### src/rtl/da_fir_pkg.sv
package da_fir_pkg;

   // Sum of the coefficients whose select bit is set; builds one table entry.
   function automatic int part_entry(input int sel, input int c0, input int c1,
                                     input int c2, input int c3);
      int acc;
      acc = 0;
      if ((sel & 1) != 0) acc = acc + c0;
      if ((sel & 2) != 0) acc = acc + c1;
      if ((sel & 4) != 0) acc = acc + c2;
      if ((sel & 8) != 0) acc = acc + c3;
      return acc;
   endfunction

endpackage

### src/rtl/da_tap_line.sv
module da_tap_line #(
   parameter int NTAPS = 16,
   parameter int DW    = 12,
   localparam int BW   = $clog2(DW)
) (
   input  logic             clk,
   input  logic             rst,
   input  logic             shift,
   input  logic [DW-1:0]    din,
   input  logic [BW-1:0]    bit_sel,
   output logic [NTAPS-1:0] slice
);
   logic [NTAPS-1:0][DW-1:0] taps_q;

   always_ff @(posedge clk) begin
      if (rst) begin
         taps_q <= '0;
      end else if (shift) begin
         taps_q <= {taps_q[NTAPS-2:0], din};
      end
   end

   for (genvar k = 0; k < NTAPS; k++) begin : g_slice
      assign slice[k] = taps_q[k][bit_sel];
   end

   p_hold_r9: assert property (@(posedge clk) disable iff (rst)
      !shift |=> $stable(taps_q));

endmodule

### src/rtl/da_part_lut.sv
module da_part_lut #(
   parameter int LW = 14,
   parameter int C0 = 0,
   parameter int C1 = 0,
   parameter int C2 = 0,
   parameter int C3 = 0
) (
   input  logic                 clk,
   input  logic                 rst,
   input  logic [3:0]           addr,
   output logic signed [LW-1:0] q
);
   logic signed [LW-1:0] tbl [16];

   for (genvar e = 0; e < 16; e++) begin : g_entry
      localparam int VAL = da_fir_pkg::part_entry(e, C0, C1, C2, C3);
      assign tbl[e] = LW'(VAL);
   end

   always_ff @(posedge clk) begin
      if (rst) q <= '0;
      else     q <= tbl[addr];
   end

endmodule

### src/rtl/da_shift_acc.sv
module da_shift_acc #(
   parameter int SW  = 17,
   parameter int DW  = 12,
   localparam int AW = SW + DW
) (
   input  logic                 clk,
   input  logic                 rst,
   input  logic                 in_vld,
   input  logic                 in_first,
   input  logic                 in_sign,
   input  logic signed [SW-1:0] in_sum,
   output logic signed [AW-1:0] acc_q,
   output logic                 done
);
   logic signed [AW-1:0] base;
   logic signed [SW-1:0] top;
   logic signed [SW:0]   newtop;
   logic signed [AW:0]   wide;
   logic signed [AW:0]   shifted;

   always_comb begin
      base    = in_first ? '0 : acc_q;
      top     = $signed(base[AW-1:DW]);
      newtop  = in_sign ? ((SW+1)'(top) - (SW+1)'(in_sum))
                        : ((SW+1)'(top) + (SW+1)'(in_sum));
      wide    = {newtop, base[DW-1:0]};
      shifted = wide >>> 1;
   end

   always_ff @(posedge clk) begin
      if (rst) begin
         acc_q <= '0;
         done  <= 1'b0;
      end else begin
         done <= in_vld && in_sign;
         if (in_vld) acc_q <= shifted[AW-1:0];
      end
   end

   p_no_overflow_r6: assert property (@(posedge clk) disable iff (rst)
      in_vld |-> (shifted[AW] == shifted[AW-1]));

endmodule

### src/rtl/da_fir.sv
module da_fir #(
   parameter int NTAPS   = 16,
   parameter int DW      = 12,
   parameter int CW      = 12,
   parameter int COEF [NTAPS] = '{-12, -30, 15, 120, 310, 560, 790, 930,
                                  930, 790, 560, 310, 120, 15, -30, -12},
   parameter int OUT_W   = 16,
   parameter int OUT_LSB = 12,
   localparam int NGRP   = NTAPS / 4,
   localparam int LW     = CW + 2,
   localparam int SW     = CW + $clog2(NTAPS) + 1,
   localparam int AW     = SW + DW,
   localparam int BW     = $clog2(DW)
) (
   input  logic             clk,
   input  logic             rst,
   input  logic             in_valid,
   output logic             in_ready,
   input  logic [DW-1:0]    in_data,
   output logic             out_valid,
   output logic [OUT_W-1:0] out_data
);
   if (NTAPS % 4 != 0) begin : g_bad_taps
      $error("NTAPS must be a multiple of four");
   end
   if (OUT_LSB + OUT_W > AW) begin : g_bad_window
      $error("output window exceeds full-precision width");
   end
   if (DW < 2) begin : g_bad_dw
      $error("DW must be at least 2");
   end

   // bit-slice sequencing
   logic          busy;
   logic [BW-1:0] cnt;
   logic          last_bit, accept;

   assign last_bit = busy && (cnt == BW'(DW - 1));
   assign in_ready = !busy || last_bit;
   assign accept   = in_valid && in_ready;

   always_ff @(posedge clk) begin
      if (rst) begin
         busy <= 1'b0;
         cnt  <= '0;
      end else if (accept) begin
         busy <= 1'b1;
         cnt  <= '0;
      end else if (last_bit) begin
         busy <= 1'b0;
      end else if (busy) begin
         cnt <= cnt + 1'b1;
      end
   end

   // sample history and bit slice
   logic [NTAPS-1:0] slice;

   da_tap_line #(.NTAPS(NTAPS), .DW(DW)) u_taps (
      .clk(clk), .rst(rst), .shift(accept), .din(in_data),
      .bit_sel(cnt), .slice(slice)
   );

   // stage 1: partitioned tables
   logic [NGRP-1:0][LW-1:0] lut_q;

   for (genvar g = 0; g < NGRP; g++) begin : g_grp
      logic signed [LW-1:0] q_g;
      da_part_lut #(.LW(LW), .C0(COEF[4*g]), .C1(COEF[4*g+1]),
                    .C2(COEF[4*g+2]), .C3(COEF[4*g+3])) u_lut (
         .clk(clk), .rst(rst), .addr(slice[4*g +: 4]), .q(q_g)
      );
      assign lut_q[g] = q_g;
   end

   logic s1_vld, s1_first, s1_sign;
   always_ff @(posedge clk) begin
      if (rst) begin
         s1_vld   <= 1'b0;
         s1_first <= 1'b0;
         s1_sign  <= 1'b0;
      end else begin
         s1_vld   <= busy;
         s1_first <= busy && (cnt == '0);
         s1_sign  <= last_bit;
      end
   end

   // stage 2: adder across groups
   logic signed [SW-1:0] grp_sum, s2_sum;
   logic                 s2_vld, s2_first, s2_sign;

   always_comb begin
      grp_sum = '0;
      for (int g = 0; g < NGRP; g++) begin
         grp_sum = grp_sum + SW'($signed(lut_q[g]));
      end
   end

   always_ff @(posedge clk) begin
      if (rst) begin
         s2_sum   <= '0;
         s2_vld   <= 1'b0;
         s2_first <= 1'b0;
         s2_sign  <= 1'b0;
      end else begin
         s2_sum   <= grp_sum;
         s2_vld   <= s1_vld;
         s2_first <= s1_first;
         s2_sign  <= s1_sign;
      end
   end

   // stage 3: positional weighting
   logic signed [AW-1:0] acc_q;

   da_shift_acc #(.SW(SW), .DW(DW)) u_acc (
      .clk(clk), .rst(rst), .in_vld(s2_vld), .in_first(s2_first),
      .in_sign(s2_sign), .in_sum(s2_sum), .acc_q(acc_q), .done(out_valid)
   );

   assign out_data = acc_q[OUT_LSB +: OUT_W];

   p_accept_busy_r2: assert property (@(posedge clk) disable iff (rst)
      (in_valid && in_ready) |=> !in_ready);

   p_single_pulse_r3: assert property (@(posedge clk) disable iff (rst)
      out_valid |=> !out_valid);

   p_ready_last_r4: assert property (@(posedge clk) disable iff (rst)
      (in_ready && $past(!in_ready)) |-> !out_valid);

endmodule

### config.mk
export PLATFORM = sky130hd
export DESIGN_NAME = da_fir
export DESIGN_NICKNAME = d
export VERILOG_FILES = /design/src/rtl/da_fir_pkg.sv /design/src/rtl/da_tap_line.sv /design/src/rtl/da_part_lut.sv /design/src/rtl/da_shift_acc.sv /design/src/rtl/da_fir.sv
export SDC_FILE = /design/constraint.sdc
export NUM_CORES = 1
export LEC_CHECK = 0
export CELL_PAD_IN_SITES_DETAIL_PLACEMENT = 0
export CELL_PAD_IN_SITES_GLOBAL_PLACEMENT = 1
export CORE_MARGIN = 5
export CORE_UTILIZATION = 40
export DETAILED_ROUTE_END_ITERATION = 10
export DONT_BUFFER_PORTS = 1
export HOLD_SLACK_MARGIN = 0.12
export PLACE_DENSITY_LB_ADDON = 0.1
export SKIP_CTS_REPAIR_TIMING = 1
export SYNTH_ARGS = -nofsm -noshare
export SYNTH_HDL_FRONTEND = slang
export SYNTH_SLANG_ARGS = --single-unit
### constraint.sdc
create_clock -name clk -period 4.1 [get_ports clk]
set_input_delay 0.82 -clock clk [delete_from_list [all_inputs] [get_ports clk]]
set_output_delay 0.82 -clock clk [all_outputs]
set_load 0.1 [all_outputs]
# Word-level counts from Yosys, hierarchy flattened
# Memory sizes are Yosys's and may differ from the RTL's. A register that Yosys moved wholly into a read port is not among the register bits.
# Cells that the tools add are included.
word_totals:
  mem_bits_rw: 0
  latch_bits: 0
  regBits: 250
  mem_count: 4
  input_bits: 15
  rom_bits: 896
  out_inout_bits: 18
classes:
  add_sub_neg: 6
  eq_ne: 1
  magnitude_cmp: 1
  n_shift: 0
  mul: 0
  reduce_logical: 10
  bitwise_logic: 5
  div_mod_pow: 0
  mux: 36
mem_list:
  columns: ["memory", "depth", "width", "rd", "rd_clocked_by_memory_dff", "write_ports", "line_no", "source"]
  rows:
  - ["(no name shown)", 16, 14, 1, 1, 0, "da_part_lut.sv:22", "else q <= tbl[addr];"]
  - ["(no name shown)", 16, 14, 1, 1, 0, "da_part_lut.sv:22", null]
  - ["(no name shown)", 16, 14, 1, 1, 0, "da_part_lut.sv:22", null]
  - ["(no name shown)", 16, 14, 1, 1, 0, "da_part_lut.sv:22", null]
ops:
  columns: ["cell", "n"]
  rows:
  - ["binary-select mux 1 bit (select 4 bit)", 16]
  - ["two-way mux 29 bit", 1]
  - ["NOT 4 -> 5 bit", 4]
  - ["adder 17 x 17 -> 18 bit", 1]
  - ["two-way mux 1 bit", 18]
  - ["two-way mux 18 bit", 1]
  - ["subtractor 17 x 17 -> 18 bit", 1]
  - ["adder 16 x 14 -> 17 bit", 1]
  - ["adder 15 x 14 -> 16 bit", 1]
  - ["adder 14 x 14 -> 15 bit", 1]
  - ["< comparator 4 x 5 -> 1 bit, second input constant", 1]
  - ["adder 4 x 1 -> 4 bit, second input constant", 1]
  - ["== test 4 bit, second input constant", 1]
  - ["logical AND 1 bit", 4]
  - ["zero test 4 bit", 1]
  - ["AND reduction 2 bit", 1]
  - ["nonzero test 2 bit", 1]
  - ["OR reduction 2 bit", 1]
  - ["zero test 1 bit", 1]
  - ["logical OR 1 bit", 1]
  - ["NOT 1 bit", 1]

# Logic depth before layout (Yosys ltp)
# Gate-level depths: netlist (run 1).
depth:
  word_depth: 5
  mapped_depth: 14
  mapped_depth_nobuf: 14

# By module
# Synthesis (run 1) repeated with hierarchy kept, for this count alone.
hier_totals:
  hier_cells: 1575
  hier_area_um2: 15215.8
by_module_without_submodules:
  columns: ["module", "cells_each", "area_each_um2", "seq_area_each_um2", "n_inst"]
  rows:
  - ["da_tap_line", 770, 8320.5, 3843.7, 1]
  - ["da_fir", 269, 2387.3, 560.5, 1]
  - ["da_shift_acc", 316, 2356.0, 600.6, 1]
  - ["da_part_lut (g_grp[1].u_lut)", 65, 649.4, 220.2, 1]
  - ["da_part_lut (g_grp[2].u_lut)", 55, 556.8, 220.2, 1]
  - ["da_part_lut (g_grp[3].u_lut)", 53, 488.0, 180.2, 1]
  - ["da_part_lut (g_grp[0].u_lut)", 47, 457.9, 180.2, 1]

# Worst setup path before layout (run 1)
# No wires, ideal clock.
synth_path:
  kind: "register -> register"
  from: "register g_grp[0].u_lut.q[2]"
  to: "register s2_sum[14]"
  slack_ns: 0.605
  t_required_ns: 3.972
  stages_incl_launch_ff: 14
  period_less_slack_ns: 3.495
  t_arrival_ns: 3.367
  path_cell_list: "dfxtp_1 -> inv_1 -> fa_1 -> fa_1 -> inv_1 -> ha_1 -> fa_1 -> a21o_1 -> a21o_1 -> a2111oi_2 -> o22ai_1 -> o41ai_2 -> xnor2_1 -> nor2_1"
synth_via:
  elab_chain_cells: 3
synth_lines:
  columns: ["element", "line_no", "source"]
  rows:
  - ["start, declared", "da_part_lut.sv:11", "output logic signed [LW-1:0] q"]
  - ["adder 14 x 14 -> 15 bit", "da_fir.sv:96", "grp_sum = grp_sum + SW'($signed(lut_q[g]));"]
  - ["adder 15 x 14 -> 16 bit", "da_fir.sv:96", null]
  - ["adder 16 x 14 -> 17 bit", "da_fir.sv:96", null]
  - ["end signal, assigned", "da_fir.sv:107", "s2_sum <= grp_sum;"]
  - ["end, declared", "da_fir.sv:90", "logic signed [SW-1:0] grp_sum, s2_sum;"]
# No other way between the ends.
# A chain may end at the register's enable or synchronous reset.

# Worst setup path after layout (run 1)
# Ends and elaborated chain as after synthesis.

==> flow_metrics.py, run 1 <==
metrics = {
    "global_route": {
        "grt_pass1_wl_um": 53900,
        "grt_pass1_vias": 10200,
        "grt_max_degree": 278,
        "antenna_found_initial": 0,
        "grtUsageTotal": 0.167,
        "grt_overflow_total": 0,
    },
    "clock_tree": {
        "clk_latency_ns": 0.52,
        "cts_buffers": 34,
        "htree_levels": 2,
        "clock-root-buffer": "clkbuf_16",
        "path_clk_slew_ns": 0.05,
        "clock-sinks": 278,
        "clock_path_buffers": 3,
        "cts_tree": "done",
    },
    "synth": {
        "syn_inst": 1644,
        "netlist_area_um2": 14200,
        "synth_compound_area_frac": 0.152,
        "synth_fp_nets": 1744,
        "ys_ff_latch": 278,
        "synth_edf_count": 0,
        "synth.distinct_cells": 74,
        "yosys-top-cells-area": "dfxtp_1 (39%), nand2_1 (11%), a21oi_1 (8.3%), mux4_2 (7.0%), ha_1 (5.3%)",
        "yosys-top-cells-count": "nand2_1 (408), dfxtp_1 (278), a21oi_1 (236), inv_1 (95), nor2_1 (85)",
        "synth_top_area_share": 0.392,
        "synth-main-ff-cell": "dfxtp_1",
        "synth_xor_area_frac": 0.0271,
        "muxShareOfSynthArea": 0.0983,
        "yosysSeqAreaShare": 0.392,
        "synth_top_family_by_area": "simple AND/OR/NAND/NOR gates",
        "async_reset_ff_frac": 0,
        "yosys.area_share.simple": 0.175,
        "synthAdderAreaFrac": 0.0882,
        "synth_most_common_cell": "nand2_1",
        "synth_area_per_cell_um2": 8.63,
        "yosys_warnings": 0,
        "synth_top_cell_by_area": "dfxtp_1",
    },
    "pwr": {
        "power_density_nw_per_um2": 409,
        "ir_worst_vdd_mv": 0.310,
        "leakage_uw": 0.00555,
        "power_uw": 6370,
    },
    "hold_path": {
        "min_path_type": "in2reg",
        "hold_path_depth": 1,
    },
    "routing": {
        "ant_nets": 0,
        "wire_per_inst_um": 15.6,
        "dr.pass1.iters": 5,
        "route.detailed.drc": 0,
        "finalWirelength_um": 32500,
        "vias": 10400,
        "drt_iter0_drc": 600,
        "viasPerCell": 5.01,
    },
    "timing": {
        "fmax_mhz": 271,
        "post-route-period-util": 0.899,
        "setup_viol": 0,
        "period_needed_ns": 3.69,
        "rsz0062_at_grt": "no",
        "tightest_slew_ns": 1.12,
        "setup_tns_ns": 0,
        "slew_viol_final": 0,
        "finalHoldViolations": 0,
        "relSlewSlack": 0.250,
        "clock_skew_ns": 0.0165,
    },
    "die": {
        "die_y_um": 198,
        "dieArea_um2": 39300,
        "start_util": 0.402,
        "rows": 69,
        "die_w_um": 198,
        "core_area_um2": 35300,
        "io_pins": 33,
    },
    "setup_path": {
        "crit_type": "reg2reg",
        "arrival_ns": 4.05,
        "start_kind": "flop",
        "crit_path_max_incr_delay_ns": 0.51,
        "cpMostUsedCell": "fa_1",
        "path_buf_inv": 2,
        "reg2reg_depth": 13,
        "slowest_stage": "fa_1",
        "crit_path_max_fanout": 3,
        "cp_top_family": "adder cells",
        "worstPathRequired_ns": 4.47,
        "path_cells": "inv_1 -> fa_1 -> fa_1 -> inv_1 -> ha_1 -> fa_1 -> a21o_1 -> a21o_1 -> a2111oi_2 -> o22ai_1 -> o41ai_2 -> xnor2_1 -> nor2_1",
        "path_depth": 13,
        "critPathCaptureType": "flop",
    },
    "flow_run": {
        "drv_cap": 0,
    },
    "final_layout": {
        "area_growth_pct": 9.75,
        "multi_input_area_um2": 7680,
        "antennaDiodeCount": 0,
        "fill_cells": 3568,
        "nets": 1694,
        "regArea_um2": 5570,
        "drive_above_1_share": 0.0985,
        "stdcell_area_um2": 15600,
    },
    "place": {
        "placed_cell_area_um2": 14500,
        "post-dp-hpwl_um": 21100,
        "port_buffers": 0,
        "gp_congestion": 0.788,
    },
    "status": {
        "status": "completed",
    },
}
-- final timing paths --
kind	startpoint	to	slack [ns]
max	g_grp[0].u_lut.q[2]	s2_sum[14]	0.41
min	rst	u_acc.acc_q[16]	0.38
max reg2reg	g_grp[0].u_lut.q[2]	s2_sum[14]	0.41
min reg2reg	s1_first	s2_first	0.43
-- logic make-up after synthesis --
kind of cell,after synthesis
AO/OA/AOI/OAI,350
XOR/XNOR,43
adder cells (fa/ha/maj),85
buffers and inverters,213
flip-flops,278
multiplexers,83
AND/OR/NAND/NOR,592
-- layout by cell type (no fill, tap or decap), types with 4 or more instances in the layout --
cell type,synthesis,routed
nand2_1,408,407
dfxtp_1,278,276
a21oi_1,236,236
inv_1,95,95
nor2_1,85,85
ha_1,60,60
mux4_2,44,44
clkbuf_16,0,35
xnor2_1,32,32
mux2i_1,31,31
nor2b_1,28,28
fa_1,25,25
buf_4,19,25
nor3_1,24,24
a211oi_1,20,20
o21ai_0,14,14
xor2_1,10,10
o21a_1,10,10
a21o_1,10,10
clkbuf_8,0,10
clkbuf_1,66,9
nand2b_1,8,8
mux2_2,7,7
nand4_1,6,6
buf_12,2,6
o2bb2ai_1,5,5
and2_1,6,5
nand3_1,5,5
a31oi_1,5,5
and3_1,4,4
-- metal layers --
layer | share of wire | routed length [um] | track usage
met5 | 0 | 0 | 0
met2 | 0.47 | 15400 | 0.272
met1 | 0.47 | 15300 | 0.228
met4 | 0.023 | 752 | 0.0508
met3 | 0.033 | 1070 | 0.0272
-- sequential cells by signal (all words and copies together), names as in the netlist, 4 cells and up --
| name | flops |
|---|---|
| u_acc.acc_q | 17 |
| u_taps.taps_q | 192 |
| s2_sum | 17 |
| cnt | 4 |
| g_grp.u_lut.q | 40 |
-- where the power goes --
group          leakage, uW  switching (uW)  internal [uW]  total, uW
clock network     0.000526            1130           1740       2870
logic              0.00278             465            269        734
registers          0.00225            30.9           2740       2770
total              0.00555            1620           4740       6370
-- worst register-to-register path, cell delays in order (launching register included) --
cell and delay (ns):
dfxtp_1 0.31, inv_1 0.05, fa_1 0.49, fa_1 0.51, inv_1 0.04, ha_1 0.22
fa_1 0.41, a21o_1 0.19, a21o_1 0.22, a2111oi_2 0.43, o22ai_1 0.19, o41ai_2 0.28
xnor2_1 0.16, nor2_1 0.05
-- final cells by class --
class / count / share of cell area
Tap cell: 461 / 0.0371
Multi-Input combinational cell: 1153 / 0.494
Timing Repair Buffer: 31 / 0.0198
Clock buffer: 54 / 0.0673
Clock inverter: 3 / 0.00121
Inverter: 96 / 0.0232
Sequential cell: 278 / 0.358
-- through the flow --
step,worst slack [ns],instances,utilization,hold WS (ns)
2_1_floorplan,0.605,1644,-,0.414
3_3_place_gp,0.429,2019,0.411,0.424
3_5_place_dp,0.384,2019,0.411,0.439
4_1_cts,0.401,2076,0.441,0.364
5_1_grt,0.235,2076,0.441,0.393
6_report,0.413,2076,0.441,0.383
Power figures use the tool's default switching activity.
==> inputs of run 2 (changes only) <==
- CAP_MARGIN: unset -> 20
- clock period: 4.1 -> 4.7 ns (I/O delays scaled with it)
==> run 2 against run 1 <==
Die area unchanged. Critical endpoint unchanged. Critical path depth unchanged. Global-route usage down 0.23 points. Utilization up 0.36 points. Largest power group unchanged. Final cell count up 0.19%. Sequential share of layout area down 0.29 points. Via count up 0.78%. Largest cell class unchanged.
==> flow_metrics.py, run 2 (synthesis results as in run 1) <==
metrics = {
    "final_layout": {
        "instances_no_fill": 2080,
        "area_growth_pct": 10.7,
        "utilization": 0.444,
        "largest_reg_flops": 192,
        "antennaDiodeCount": 0,
        "final_common_cell": "nand2_1",
        "reg.largest.list": "u_taps.taps_q (192), g_grp.u_lut.q (40)",
        "regMostFlops": "u_taps.taps_q",
        "drive_above_1_share": 0.104,
        "nets": 1692,
        "layout_common_cells": "nand2_1 (407), dfxtp_1 (276), a21oi_1 (236), inv_1 (95), nor2_1 (85)",
    },
    "hold_path": {
        "min_path_type": "reg2reg",
        "hold_start": "s1_first",
    },
    "pwr": {
        "intPower_uw": 4390,
        "ir_worst_vdd_mv": 0.297,
        "clkPwrFrac": 0.480,
        "pwr-share-seq": 0.414,
        "power_uw": 5870,
        "power_density_nw_per_um2": 374,
        "comb_power_share": 0.106,
        "switching_share": 0.251,
        "leakage_uw": 0.00562,
        "power.switching_uw": 1470,
    },
    "routing": {
        "route.detailed.drc": 0,
        "finalWirelength_um": 32300,
        "vias": 10500,
        "drt_iter0_drc": 466,
        "dr.pass1.iters": 5,
        "viasPerCell": 5.04,
        "ant_nets": 0,
        "wire_per_inst_um": 15.5,
    },
    "setup_path": {
        "startpoint": "g_grp[0].u_lut.q[2]",
        "slowest_stage": "fa_1",
        "cpMostUsedCell": "fa_1",
        "worstPathRequired_ns": 5.11,
        "crit_type": "reg2reg",
        "arrival_ns": 4.08,
        "r2r_start": "g_grp[0].u_lut.q[2]",
        "path_cells": "inv_1 -> fa_1 -> fa_1 -> inv_1 -> ha_1 -> fa_1 -> a21o_1 -> a21o_1 -> a2111oi_2 -> o22ai_1 -> o41ai_2 -> xnor2_1 -> nor2_1",
        "cp_top_family": "adder cells",
        "path_buf_inv": 2,
        "crit_path_max_fanout": 3,
        "critPathCaptureType": "flop",
        "start_kind": "flop",
        "crit_path_max_incr_delay_ns": 0.51,
    },
    "status": {
        "status": "completed",
    },
    "flow_run": {
        "drv_cap": 0,
    },
    "global_route": {
        "grt_pass1_vias": 10200,
        "grt_overflow_total": 0,
        "grt_pass1_wl_um": 53300,
        "antenna_found_initial": 0,
        "grt_max_degree": 278,
        "grtUsageTotal": 0.164,
    },
    "timing": {
        "rsz0062_at_grt": "no",
        "finalHoldViolations": 0,
        "clock_skew_ns": 0.0170,
        "tightest_slew_ns": 1.11,
        "slew_viol_final": 0,
        "post-route-period-util": 0.781,
        "fmax_mhz": 272,
        "holdWs_ns": 0.437,
        "period_needed_ns": 3.67,
        "setup_tns_ns": 0,
        "setup_viol": 0,
        "relSlewSlack": 0.263,
    },
    "die": {
        "die_w_um": 198,
        "core_area_um2": 35300,
        "die_y_um": 198,
        "start_util": 0.402,
        "rows": 69,
        "io_pins": 33,
        "dieArea_um2": 39300,
    },
    "place": {
        "post-dp-hpwl_um": 20900,
        "dpl.cell_count": 2016,
        "gp_congestion": 0.795,
        "port_buffers": 0,
    },
    "clock_tree": {
        "cts_buffers": 35,
        "clock_path_buffers": 3,
        "clock-root-buffer": "clkbuf_16",
        "clock-sinks": 278,
        "htree_levels": 2,
        "path_clk_slew_ns": 0.06,
        "cts_tree": "done",
        "clk_latency_ns": 0.54,
    },
}
run 2: cell count changes in the layout (fill, tap and decap cells not counted), sizes merged:
cell	change
bufinv	+3
clkbuf	-1
buf	-3
clkinv	+4
clkinvlp	+1
run 2: path summary, 6_finish.rpt:
path,endpoint,slack (ns),cells after the start
max,s2_sum[14],1.03,13
min,s2_first,0.44,1
max reg2reg,s2_sum[14],1.03,13
min reg2reg,s2_first,0.44,1
run 2: stage by stage:
stage	setup WS (ns)	area [um2]
6_report	1.03	15700
5_1_grt	0.785	15700
4_1_cts	1.01	15700
3_5_place_dp	1.01	14400
3_3_place_gp	1.03	14400
2_1_floorplan	1.21	14200
run 2: final cells by class:
cell class                 count  area [um2]
inverter                      96         360
tap                          461         577
sequential                   278        5570
timing repair buffer          28         260
clock inverter                11         148
fill                        3553       19600
clock buffer                  53        1090
multi-input combinational   1153        7680
run 2: worst register-to-register path: cells and delay by family (launching register included):
kind	cells	cell delay [ns]
buf+inv	2	0.09
fa+ha+maj	4	1.64
flops	1	0.30
compound gates	5	1.31
xor+xnor	1	0.16
simple gates	1	0.05
run 2: layer usage:
metal  part of all wire  global-route usage
met1               0.48               0.224
met2               0.46               0.267
met3              0.031              0.0318
met4              0.023              0.0487
met5                  0                   0
run 2: power groups by stage:
| stage | Sequential (uW) | Combinational, uW | Clock (uW) |
|---|---|---|---|
| 6_report | 2430 | 624 | 2810 |
| 5_1_grt | 2430 | 694 | 3010 |
| 4_1_cts | 2430 | 629 | 2900 |
| 3_5_place_dp | 2480 | 628 | 0 |
| 3_3_place_gp | 2480 | 623 | 0 |
| 2_1_floorplan | 2450 | 566 | 0 |
